### config.mk
export PLATFORM = sky130hd
export DESIGN_NAME = spanel_seq
export DESIGN_NICKNAME = d
export VERILOG_FILES = /design/src/rtl/spanel_seq.sv
export SDC_FILE = /design/constraint.sdc
export NUM_CORES = 1
export LEC_CHECK = 0
export ABC_AREA = 1
export BUFFER_PORTS_ARGS = -buffer_cell sky130_fd_sc_hd__buf_2
export CAP_MARGIN = 20
export CORE_MARGIN = 2
export CORE_UTILIZATION = 39
export DETAILED_ROUTE_END_ITERATION = 12
export SLEW_MARGIN = 20
export SYNTH_ARGS = -nofsm -noshare
export SYNTH_HDL_FRONTEND = slang
export SYNTH_SLANG_ARGS = --single-unit
### constraint.sdc
create_clock -name clk -period 1.75 [get_ports clk]
set_input_delay 0.35 -clock clk [delete_from_list [all_inputs] [get_ports clk]]
set_output_delay 0.35 -clock clk [all_outputs]
set_load 0.05 [all_outputs]
### src/rtl/spanel_seq.sv
module spanel_seq #(
  parameter int CW = 8,
  parameter int DW = 8
) (
  input  logic          clk,
  input  logic          rst_n,
  input  logic          host_we,
  input  logic          host_addr,
  input  logic [31:0]   host_wdata,
  output logic [31:0]   host_rdata,
  output logic          pe,
  output logic [DW-1:0] pbus_out,
  output logic          pbus_oe,
  input  logic [DW-1:0] pbus_in
);
  localparam int THR_LSB  = 8;
  localparam int MODE_BIT = 8;
  localparam int BUSY_BIT = 16;

  logic [CW-1:0] pre_r, thr_r, cnt, thr_l;
  logic [DW-1:0] data_r;
  logic          rd_r, busy, en_ok;
  logic          start;

  assign start    = host_we && host_addr && !busy;
  assign pe       = busy && en_ok && (cnt != '0) && (cnt <= thr_l);
  assign pbus_oe  = busy && !rd_r;
  assign pbus_out = data_r;

  always_ff @(posedge clk or negedge rst_n) begin
    if (!rst_n) begin
      pre_r <= '0;
      thr_r <= '0;
    end else if (host_we && !host_addr) begin
      pre_r <= host_wdata[CW-1:0];
      thr_r <= host_wdata[THR_LSB +: CW];
    end
  end

  always_ff @(posedge clk or negedge rst_n) begin
    if (!rst_n) begin
      busy   <= 1'b0;
      cnt    <= '0;
      thr_l  <= '0;
      en_ok  <= 1'b0;
      data_r <= '0;
      rd_r   <= 1'b0;
    end else if (start) begin
      busy   <= 1'b1;
      cnt    <= pre_r;
      thr_l  <= thr_r;
      en_ok  <= (thr_r != '0) && (thr_r <= pre_r);
      data_r <= host_wdata[DW-1:0];
      rd_r   <= host_wdata[MODE_BIT];
    end else if (busy) begin
      if (rd_r && cnt == CW'(1)) data_r <= pbus_in;
      if (cnt == '0) busy <= 1'b0;
      else           cnt  <= cnt - 1'b1;
    end
  end

  always_comb begin
    host_rdata = '0;
    if (!host_addr) begin
      host_rdata[CW-1:0]        = pre_r;
      host_rdata[THR_LSB +: CW] = thr_r;
    end else begin
      host_rdata[DW-1:0]     = data_r;
      host_rdata[MODE_BIT]   = rd_r;
      host_rdata[BUSY_BIT]   = busy;
    end
  end
endmodule

Word level (Yosys, flattened, before mapping) --
Index checks and enable logic that the tools add are counted. W data, S select, Z words.
Cells by class: reductions and logical operators 19, add/subtract/negate cells 1, multiplexer cells 12, eq/ne operators 2, magnitude comparators 2, div/mod/pow operators 0, bitwise operators 0, shift operators 0, $mul 0
Operator list (number):
- $mux W8 | 6
- $le A8 B8 Y1 | 2
- $reduce_bool A8 Y1 | 2
- $logic_and A1 B1 Y1 | 9
- $mux W9 | 1
- $eq A8 B1 Y1 const B | 1
- $logic_not A8 Y1 | 1
- $sub A8 B1 Y8 const B | 1
- $mux W7 | 1
- $mux W1 | 4
- $reduce_and A2 Y1 | 2
- $reduce_bool A2 Y1 | 2
- $logic_not A1 Y1 | 3
- $ne A2 B2 Y1 const B | 1
Storage, ports and cells: RAM bits 0, memory bits (read-only) 0, memories 0, bits in latches 0, register bits 43

Depth between registers and ports, before layout --
word-level depth 5, mapped depth 12, mapped depth without buffers 12

Least setup slack after synthesis --
No wires, ideal clock.
path kind reg-to-output, start reg cnt[5], end out pe, stages on the path, launching flop included 6, data arrival time 1810 ps, setup slack -410 ps, cells stage by stage dfrtp_1 ha_1 a21oi_1 o21a_1 nand2_1 a21oi_1
On the way: longest elaborated chain between the ends 3, elaborated cells between the ends (all ways) 4, classes of those cells order compare: 1; reduce/logical: 3
RTL lines:
- start: declaration | line 20 | logic [CW-1:0] pre_r, thr_r, cnt, thr_l;
- start signal: assignment | line 50 | cnt <= pre_r;
- start signal: assignment | line 58 | else cnt <= cnt - 1'b1;
- branches (longest 2 deep; another with $le A8 B8 Y1)
- $logic_and A1 B1 Y1 (*) | line 26 | assign pe = busy && en_ok && (cnt != '0) && (cnt <= thr_l);
- end: declaration | line 11 | output logic pe,
Mark *: on every way between the ends.

Final worst setup path --
start reg thr_l[7], end out pe
On the way: longest elaborated chain between the ends 2
RTL lines:
- start: declaration | line 20
- start signal: assignment | line 51 | thr_l <= thr_r;
- $le A8 B8 Y1 | line 26
- $logic_and A1 B1 Y1 | line 26
Every way passes these cells.

==> flow_summary.toml <==
[clock_network]
cts_max_level = 2
cts_root_buffer = "clkbuf_8"
clock_latency_ns = 0.30
cts.sinks = 43
tritoncts = "done"
hold_buffers = 0
cts_buffers = 5
clk_pin_slew_ns = 0.09
cts.path.max_buffers = 2

[worst_setup_path]
cp-start-kind = "flop"
cp.required_ns = 1.40
critPathTopFamily = "compound AO/OA/AOI/OAI gates"
cp-end-kind = "output port"
cp_max_fo = 2
r2r_cells = 10
worst-setup-path-type = "flop to output port"
r2r_setup_slack_ns = 0.11
r2r_end = "cnt[4]"
critical_path.cell_chain = "inv_2, ha_4, a21oi_2, o21a_1, nand2_1, a21oi_2, buf_6"
cp.arrival_ns = 1.69
r2r-start = "cnt[7]"
cpMostUsedCell = "a21oi_2"
slowest_stage = "dfrtp_1"
max_stage_delay_ns = 0.41
cp_num_buf_inv = 2

[drt]
wirelength_um = 6400
drt-vias-per-instance = 4.69
antenna_left = 0
dr.pass1.iters = 4
drc = 0
wl_per_cell_um = 12.5
drtIter0Drc = 105
num_vias = 2392

[floorplan]
num_rows = 30
io_pins = 86
fp.dieArea_um2 = 7670
core_um2 = 6760
initial_utilization_pct = 40.3
fp.dieH_um = 87.6
fp.dieW_um = 87.6

[global_route]
grt_pass1_wl_um = 10700
overflow = 0
grtUsageTotal_pct = 17.8
grt_max_degree = 37
antenna_found_initial = 0
grt_pass1_vias = 2304

[timing]
holdWs_ns = 0.0287
slew_headroom_pct = 63.8
finalCritPeriodShare_pct = 117
timing.final.hold_violations = 0
worst_slew_pin_slew_ns = 0.542
skew_ns = 0.00676
finalWorstSetupSlack_ns = -0.292
min_period_ns = 2.04
rsz0062_at_grt = "true"
fin_tns_setup_ns = -0.292
fmax_mhz = 490
slew_violations = 0
finalSetupViolCount = 1

[layout]
area_delta_synth_final_pct = 22.5
diodes = 0
layout.cells.most_common = "nand2_1"
final_cell_mix = "nand2_1, buf_2, inv_1, dfrtp_1, o21ai_0"
drive_gt1_share_pct = 24.9
nNetsFinal = 492

[synth]
ys_warn_count = 0
synthCells = 361
ys_seq_area_share_pct = 39.5
syn_area_per_cell_um2 = 7.54
synth_cell_types = 26
synth.cell_area_um2 = 2720
synth-seq-cells = 43

[run]
cap_violations = 0

[power]
ir_drop_v = 0.000487
power_density_nw_per_um2 = 786
p_leak_nw = 1.75

[outcome]
violations = "negative setup slack"
status = "finished, violations left"

[placed_design]
gp_congestion = 0.849
dp_hpwl_um = 4970
io_buffers = 54

[worst_hold_path]
hold_path.class = "input port to asynchronous set/reset pin"
worst reg2reg max path, delay by kind of cell, from the launching register on:
family                 cells  cell delay, ns
AOI/OAI and AO/OA          1            0.07
buffers and inverters      4            0.54
DFF                        1            0.43
and+or+nand+nor            5            0.53
state kept, by name, summed over array words and instances, names as in the netlist:
signal    flops
cnt           8
pbus_out      8
pre_r         8
thr_l         8
thr_r         8
busy          1
en_ok         1
rd_r          1
worst max path at each step:
stage | startpoint | end | slack [ns] | depth (start not counted)
2_1_floorplan | host_addr | host_rdata[0] | -0.20 | 2
3_3_place_gp | cnt[7] | pe | -0.06 | 6
3_5_place_dp | cnt[7] | pe | -0.10 | 6
4_1_cts | cnt[5] | pe | -0.31 | 6
5_1_grt | thr_l[1] | pe | -0.37 | 10
6_report | thr_l[7] | pe | -0.29 | 7
routing by layer:
metal / up-vias / GRT usage, % / routed length [um]
met1: 1096 / 24.4 / 2840
met4: 0 / 4.20 / 82
met5: - / 0 / 0
li1: 1232 / - / -
met3: 8 / 3.20 / 275
met2: 56 / 29.5 / 3200
power breakdown:
part | total, mW | internal [mW] | switching, mW
clock network | 0.933 | 0.571 | 0.362
logic | 0.605 | 0.154 | 0.451
registers | 1.08 | 1.05 | 0.0362
total | 2.62 | 1.77 | 0.849
per-stage QoR:
stage          power, mW  cells  setup WS, ns  instance area [um2]  util, %
5_1_grt             2.76    510        -0.368                 3330     49.4
4_1_cts             2.65    508        -0.311                 3290     48.7
6_report            2.62    510        -0.292                 3330     49.4
3_5_place_dp        1.72    500        -0.101                 3130     46.3
3_3_place_gp        1.70    500       -0.0617                 3130     46.3
2_1_floorplan       1.57    375        -0.200                 2790        -
cells in the mapped netlist:
cell type | n | share of area [%]
a21o_1 | 1 | 0.28
a21oi_1 | 17 | 3.1
buf_2 | 2 | 0.37
buf_4 | 17 | 4.7
buf_6 | 3 | 1.2
clkbuf_1 | 5 | 0.69
conb_1 | 1 | 0.14
dfrtp_1 | 43 | 40
ha_1 | 19 | 8.7
inv_1 | 54 | 7.4
inv_2 | 2 | 0.28
nand2_1 | 94 | 13
nand3_1 | 11 | 2.0
nand3_2 | 1 | 0.37
nand3_4 | 1 | 0.64
nand4_1 | 4 | 0.92
nor2_1 | 28 | 3.9
nor2_2 | 2 | 0.46
nor2_4 | 3 | 1.2
o21a_1 | 1 | 0.28
o21ai_0 | 44 | 8.1
o21ai_1 | 1 | 0.18
o21ai_2 | 3 | 0.97
o21ai_4 | 1 | 0.60
o21bai_1 | 1 | 0.28
xor2_1 | 2 | 0.64
layout make-up:
cell class | count | area (um2)
inverter | 56 | 210
timing repair buffer | 74 | 452
clock inverter | 2 | 60.1
clock buffer | 6 | 72.6
multi-input combinational | 249 | 1360
fill | 682 | 3420
sequential | 43 | 1080
tap | 80 | 100
timing repair:
action	4_1_cts	5_1_grt
resized for setup	7	6
setup buffers	0	2
setup endpoints to repair	1	1
pin swaps	4	5
logic make-up (layout without fill, tap and decap cells):
group	Yosys count	count (layout)	share of synthesized area [%]
simple gates	144	144	22.5
buf+inv	83	138	14.7
compound gates	69	69	13.8
flops	43	43	39.5
fa+ha+maj	19	19	8.73
xor+xnor	2	2	0.643
other cells	1	15	0.138
Power figures use the tool's default switching activity.
